[src/rtl/dsp_alu_pkg.sv]
package dsp_alu_pkg;

   typedef enum logic [3:0] {
      OP_ADD  = 4'd0,
      OP_ADDC = 4'd1,
      OP_SUB  = 4'd2,
      OP_SUBC = 4'd3,
      OP_AND  = 4'd4,
      OP_OR   = 4'd5,
      OP_XOR  = 4'd6,
      OP_NOT  = 4'd7,
      OP_BSET = 4'd8,
      OP_BCLR = 4'd9,
      OP_BTGL = 4'd10,
      OP_BTST = 4'd11,
      OP_CMP  = 4'd12,
      OP_DIVS = 4'd13,
      OP_DIVQ = 4'd14,
      OP_PASS = 4'd15
   } alu_op_e;

   typedef struct packed {
      logic z;
      logic n;
      logic c;
      logic v;
   } alu_flags_t;

endpackage

[src/rtl/alu_addsub.sv]
module alu_addsub #(
   parameter int W           = 16,
   parameter bit SAT_SUPPORT = 1'b1
) (
   input  logic [W-1:0] a,
   input  logic [W-1:0] b,
   input  logic         cin,
   input  logic         sub,
   input  logic         use_cin,
   input  logic         sat_en,
   output logic [W-1:0] sum,
   output logic         cout,
   output logic         ovf
);
   localparam logic [W-1:0] POS_MAX = {1'b0, {(W-1){1'b1}}};
   localparam logic [W-1:0] NEG_MIN = {1'b1, {(W-1){1'b0}}};

   logic [W-1:0] b_eff;
   logic         c_eff;
   logic [W:0]   wide;
   logic [W-1:0] raw;

   assign b_eff = sub ? ~b : b;
   assign c_eff = use_cin ? cin : sub;
   assign wide  = {1'b0, a} + {1'b0, b_eff} + {{W{1'b0}}, c_eff};
   assign raw   = wide[W-1:0];
   assign cout  = wide[W];
   assign ovf   = (a[W-1] == b_eff[W-1]) && (raw[W-1] != a[W-1]);

   generate
      if (SAT_SUPPORT) begin : g_sat
         assign sum = (sat_en && ovf) ? (a[W-1] ? NEG_MIN : POS_MAX) : raw;
      end else begin : g_nosat
         logic unused_sat;
         assign unused_sat = sat_en;
         assign sum = raw;
      end
   endgenerate
endmodule

[src/rtl/alu_logic_bits.sv]
module alu_logic_bits
   import dsp_alu_pkg::*;
#(
   parameter int W    = 16,
   parameter int BP_W = $clog2(W)
) (
   input  alu_op_e        op,
   input  logic [W-1:0]   a,
   input  logic [W-1:0]   b,
   input  logic [BP_W-1:0] bit_sel,
   output logic [W-1:0]   res,
   output logic           bit_val
);
   logic [W-1:0] mask;

   generate
      for (genvar i = 0; i < W; i++) begin : g_mask
         assign mask[i] = (bit_sel == BP_W'(i));
      end
   endgenerate

   assign bit_val = |(a & mask);

   always_comb begin
      unique case (op)
         OP_AND:  res = a & b;
         OP_OR:   res = a | b;
         OP_XOR:  res = a ^ b;
         OP_NOT:  res = ~a;
         OP_BSET: res = a | mask;
         OP_BCLR: res = a & ~mask;
         OP_BTGL: res = a ^ mask;
         default: res = a;
      endcase
   end
endmodule

[src/rtl/alu_divstep.sv]
module alu_divstep #(
   parameter int W = 16
) (
   input  logic [W:0]   rem_in,
   input  logic [W-1:0] low_in,
   input  logic         qs_in,
   input  logic [W-1:0] divisor,
   output logic [W:0]   rem_out,
   output logic [W-1:0] low_out,
   output logic         qs_out
);
   localparam int RW = W + 2;

   logic [RW-1:0] shifted;
   logic [RW-1:0] dext;
   logic [RW-1:0] diff;

   assign shifted = {rem_in, low_in[W-1]};
   assign dext    = {2'b00, divisor};
   assign diff    = qs_in ? (shifted + dext) : (shifted - dext);
   assign qs_out  = diff[RW-1];
   assign rem_out = diff[W:0];
   assign low_out = {low_in[W-2:0], ~diff[RW-1]};
endmodule

[src/rtl/dsp_alu.sv]
module dsp_alu
   import dsp_alu_pkg::*;
#(
   parameter int W           = 16,
   parameter bit SAT_SUPPORT = 1'b1,
   localparam int BP_W       = $clog2(W)
) (
   input  logic            clk,
   input  logic            rst_n,
   input  logic            op_en,
   input  logic [3:0]      op,
   input  logic [W-1:0]    a,
   input  logic [W-1:0]    b,
   input  logic            carry_in,
   input  logic [BP_W-1:0] bit_sel,
   input  logic            sat_en,
   output logic [W-1:0]    result,
   output logic            flag_z,
   output logic            flag_n,
   output logic            flag_c,
   output logic            flag_v,
   output logic [W-1:0]    div_rem,
   output logic            div_qsign
);
   generate
      if (W < 4) begin : g_bad_width
         $error("dsp_alu: W must be at least 4");
      end
      if ((1 << BP_W) != W) begin : g_bad_pow2
         $error("dsp_alu: W must be a power of two");
      end
   endgenerate

   alu_op_e    op_e;
   logic [W-1:0] as_sum, lg_res, dv_low;
   logic       as_cout, as_ovf, as_sub, as_usec, lg_bit, dv_qs;
   logic [W:0] dv_rem;

   logic [W-1:0] res_q, res_d;
   alu_flags_t   flg_q, flg_d;
   logic [W:0]   rem_q, rem_d;
   logic         qs_q, qs_d;

   assign op_e    = alu_op_e'(op);
   assign as_sub  = (op_e == OP_SUB) || (op_e == OP_SUBC) || (op_e == OP_CMP);
   assign as_usec = (op_e == OP_ADDC) || (op_e == OP_SUBC);

   alu_addsub #(.W(W), .SAT_SUPPORT(SAT_SUPPORT)) u_addsub (
      .a(a), .b(b), .cin(carry_in), .sub(as_sub), .use_cin(as_usec),
      .sat_en(sat_en && (op_e != OP_CMP)),
      .sum(as_sum), .cout(as_cout), .ovf(as_ovf)
   );

   alu_logic_bits #(.W(W), .BP_W(BP_W)) u_logic (
      .op(op_e), .a(a), .b(b), .bit_sel(bit_sel),
      .res(lg_res), .bit_val(lg_bit)
   );

   alu_divstep #(.W(W)) u_div (
      .rem_in(rem_q), .low_in(res_q), .qs_in(qs_q), .divisor(b),
      .rem_out(dv_rem), .low_out(dv_low), .qs_out(dv_qs)
   );

   always_comb begin
      res_d = res_q;
      flg_d = flg_q;
      rem_d = rem_q;
      qs_d  = qs_q;
      unique case (op_e)
         OP_ADD, OP_ADDC, OP_SUB, OP_SUBC: begin
            res_d = as_sum;
            flg_d = '{z: (as_sum == '0), n: as_sum[W-1], c: as_cout, v: as_ovf};
         end
         OP_CMP: begin
            flg_d = '{z: (as_sum == '0), n: as_sum[W-1], c: as_cout, v: as_ovf};
         end
         OP_BTST: begin
            flg_d = '{z: ~lg_bit, n: 1'b0, c: 1'b0, v: 1'b0};
         end
         OP_DIVS: begin
            res_d = a;
            rem_d = '0;
            qs_d  = 1'b0;
         end
         OP_DIVQ: begin
            res_d = dv_low;
            rem_d = dv_rem;
            qs_d  = dv_qs;
         end
         default: begin
            res_d = lg_res;
            flg_d = '{z: (lg_res == '0), n: lg_res[W-1], c: 1'b0, v: 1'b0};
         end
      endcase
   end

   always_ff @(posedge clk) begin
      if (!rst_n) begin
         res_q <= '0;
         flg_q <= '0;
         rem_q <= '0;
         qs_q  <= 1'b0;
      end else if (op_en) begin
         res_q <= res_d;
         flg_q <= flg_d;
         rem_q <= rem_d;
         qs_q  <= qs_d;
      end
   end

   assign result    = res_q;
   assign flag_z    = flg_q.z;
   assign flag_n    = flg_q.n;
   assign flag_c    = flg_q.c;
   assign flag_v    = flg_q.v;
   assign div_rem   = rem_q[W-1:0];
   assign div_qsign = qs_q;
endmodule

[config.mk]
export PLATFORM = sky130hd
export DESIGN_NAME = dsp_alu
export DESIGN_NICKNAME = d
export VERILOG_FILES = /design/src/rtl/dsp_alu_pkg.sv /design/src/rtl/alu_addsub.sv /design/src/rtl/alu_logic_bits.sv /design/src/rtl/alu_divstep.sv /design/src/rtl/dsp_alu.sv
export SDC_FILE = /design/constraint.sdc
export NUM_CORES = 1
export LEC_CHECK = 0
export ABC_AREA = 0
export ABC_CLOCK_PERIOD_IN_PS = 7990
export CAP_MARGIN = 20
export CORE_UTILIZATION = 60
export CTS_CLUSTER_DIAMETER = 150
export DETAILED_ROUTE_END_ITERATION = 12
export MAX_ROUTING_LAYER = met4
export PLACE_DENSITY = 0.92
export SLEW_MARGIN = 10
export SYNTH_ARGS = -nofsm -noshare
export SYNTH_HDL_FRONTEND = slang
export SYNTH_SLANG_ARGS = --single-unit
[constraint.sdc]
create_clock -name clk -period 7.99 [get_ports clk]
set_input_delay 0.799 -clock clk [delete_from_list [all_inputs] [get_ports clk]]
set_output_delay 0.799 -clock clk [all_outputs]
set_load 0.02 [all_outputs]
==> impl_metrics.toml <==
[synth]
synth-main-ff-cell = "dfxtp_1"
synth_most_common_cell = "nand2_1"
yosys_warnings = 0
synth_fp_nets = 878
synthCells = 797
yosysSeqAreaShare = 0.1336
ys_async_sr_fraction = 0
yosysTopAreaCell = "dfxtp_1"
synth.distinct_cells = 91
synthTopCellsByCount = "69 x nand2_1, 68 x a21oi_1, 68 x nor2_1, 54 x o21ai_0, 45 x clkbuf_1"
synth-edff-count = 0
yosysTopAreaCellShare = 0.1336
synth-seq-cells = 38
yosys-top-cells-area = "dfxtp_1 13%, ha_1 7.2%, a21oi_1 6.0%, xnor2_1 5.1%, o21ai_0 4.7%"
synth_area_per_cell_um2 = 7.146
syn_area_um2 = 5695

[place]
gp_routability_congestion = 1.066
postPlaceCellArea_um2 = 6422
port_buffers = 81
hpwl_um = 15640

[drt]
vias = 6767
drtAntennaViolNets = 0
drt-vias-per-instance = 7.191
route.detailed.drc = 0
drt_iter0_drc = 732
dr.pass1.iters = 6
wirelength_um = 20910
wire_per_inst_um = 22.22

[sta]
slew_headroom = 0.2661
rsz0062_at_grt = "no"
holdWs_ps = 520.7
finalClockSkew_ps = 6.600
final.min_clock_period_ps = 5534
timing_hold_violations_final = 0
fin_crit_sh = 0.6926
fmax_ghz = 0.1807
setup_violations = 0
setup_tns_ps = 0
slew_violations = 0
worstMarginPinSlew_ps = 1098

[clocking]
worstSkewPairLatency_ps = 300
cts_buffers = 5
cts_setup_buffers = 0
clockRootBuffer = "clkbuf_8"
cts_resized = 0
hold_buffers = 0
clockBufferDepth = 2
cts_sinks = 38
cts_tree = "yes"
htree_levels = 2
clk_pin_slew_ps = 90

[critical_path]
arrival_ps = 5770
end_kind = "flip-flop"
crit_type = "in2reg"
crit_fanout = 17
rr_worst_depth = 11
crit_path_start_kind = "input port"
required_ps = 8230

[grt]
grt-ovfl-total = 0
grt.busiest_layer = "met2"
antenna_found_initial = 0
grt_usage = 0.4330
gr-usage-met1 = 0.5002
grt.met2_usage = 0.7057
use_met3 = 0.08855
grt_max_degree = 44
grt_pass1_vias = 6357
grt_pass1_wl_um = 32910

[final_layout]
fin_area_um2 = 6525
finish.net_count = 910
diodes = 0
drive_gt1_frac = 0.07229
area_growth_pct = 14.57

[die]
initial_core_util = 0.6193
ios = 82
dieHeight_um = 99.43
coreArea_um2 = 9196
rows = 35
die-area_um2 = 9886
die_x_um = 99.43

[power_and_ir_drop]
power.density_nw_per_um2 = 120.8
p_leak_nw = 2.483
peakVddDrop_uv = 83.81

[status]
status = "completed"

[worst_hold_path]
min_path_cells = 1
hp-class = "reg2reg"

[flow_run]
cap_violations = 0
-- final timing paths --
kind	startpoint	end	slack, ps
setup / recovery	op[3]	flag_z	2460
hold / removal	rem_q[16]	rem_q[16]	520
setup reg to reg	div_qsign	div_qsign	4520
hold reg to reg	rem_q[16]	rem_q[16]	520
-- per-layer routing --
layer | wire (um) | vias to the layer above | share of wire
li1 | - | 3026 | -
met2 | 9609 | 505 | 0.46
met4 | 1280 | 0 | 0.061
met1 | 7518 | 3113 | 0.36
met3 | 2503 | 123 | 0.12
met5 | 0 | - | 0
-- cell type report --
type                       count  area [um^2]
clock buffer                   6        82.58
clock inverter                 2        12.51
inverter                      27        101.3
fill                         782         2671
timing repair buffer          95        915.9
sequential                    38        760.7
multi-input combinational    662         4513
tap                          111        138.9
-- sequential cells by signal (all words and copies together), names as in the netlist --
| name | cells |
|---|---|
| rem_q | 17 |
| result | 16 |
| div_qsign | 1 |
| flag_c | 1 |
| flag_n | 1 |
| flag_v | 1 |
| flag_z | 1 |
-- report_power, final --
group	internal [mW]	switching, mW	leakage, nW	total (mW)
logic	0.176	0.249	2.13	0.426
registers	0.200	0.0121	0.311	0.212
clock network	0.0696	0.0809	0.0472	0.150
total	0.446	0.342	2.48	0.788
-- metrics by stage --
| step | utilization | setup WS, ps | power, mW | std cells |
|---|---|---|---|---|
| global placement | 0.6984 | 2450 | 0.6145 | 932 |
| detailed placement | 0.6984 | 2266 | 0.6252 | 932 |
| floorplan | - | 2873 | 0.4979 | 797 |
| global route | 0.7095 | 2218 | 0.8234 | 941 |
| CTS | 0.7087 | 2514 | 0.7709 | 940 |
| finish | 0.7095 | 2456 | 0.7881 | 941 |
-- kinds of logic (layout without fill, tap and decap cells) --
logic type,count (synthesis),count (layout),share of synthesized area
AO/OA/AOI/OAI,285,285,0.3493
XOR/XNOR,50,50,0.07689
adder cells (fa/ha/maj),38,38,0.08656
buffers and inverters,97,130,0.07557
flip-flops,38,38,0.1336
multiplexers,12,12,0.02219
AND/OR/NAND/NOR,277,277,0.2559
-- worst max-delay path, stage by stage --
cell,delay (ps)
clkdlybuf4s50_1,640
nor2_1,780
a21oi_2,130
buf_4,260
xnor2_1,180
fa_1,440
nand2b_1,190
a21oi_1,300
o32ai_2,180
a2111oi_1,440
a2111oi_2,110
nand3b_2,460
and2_1,290
a2111o_1,400
a31oi_1,160
-- placed cells by master (no fill, tap or decap), types with 8 or more instances in the layout --
| cell type | n |
|---|---|
| a211oi_1 | 9 |
| a21oi_1 | 67 |
| a221o_1 | 11 |
| a221oi_1 | 12 |
| a22oi_1 | 17 |
| a31oi_1 | 14 |
| buf_4 | 13 |
| clkdlybuf4s50_1 | 81 |
| dfxtp_1 | 38 |
| ha_1 | 33 |
| inv_1 | 27 |
| nand2_1 | 69 |
| nand2b_1 | 20 |
| nand3_1 | 18 |
| nor2_1 | 68 |
| nor2b_1 | 25 |
| nor3_1 | 17 |
| o211ai_1 | 10 |
| o21ai_0 | 54 |
| o221ai_1 | 9 |
| o22ai_1 | 8 |
| xnor2_1 | 33 |
| xor2_1 | 17 |
Power figures use the tool's default switching activity.
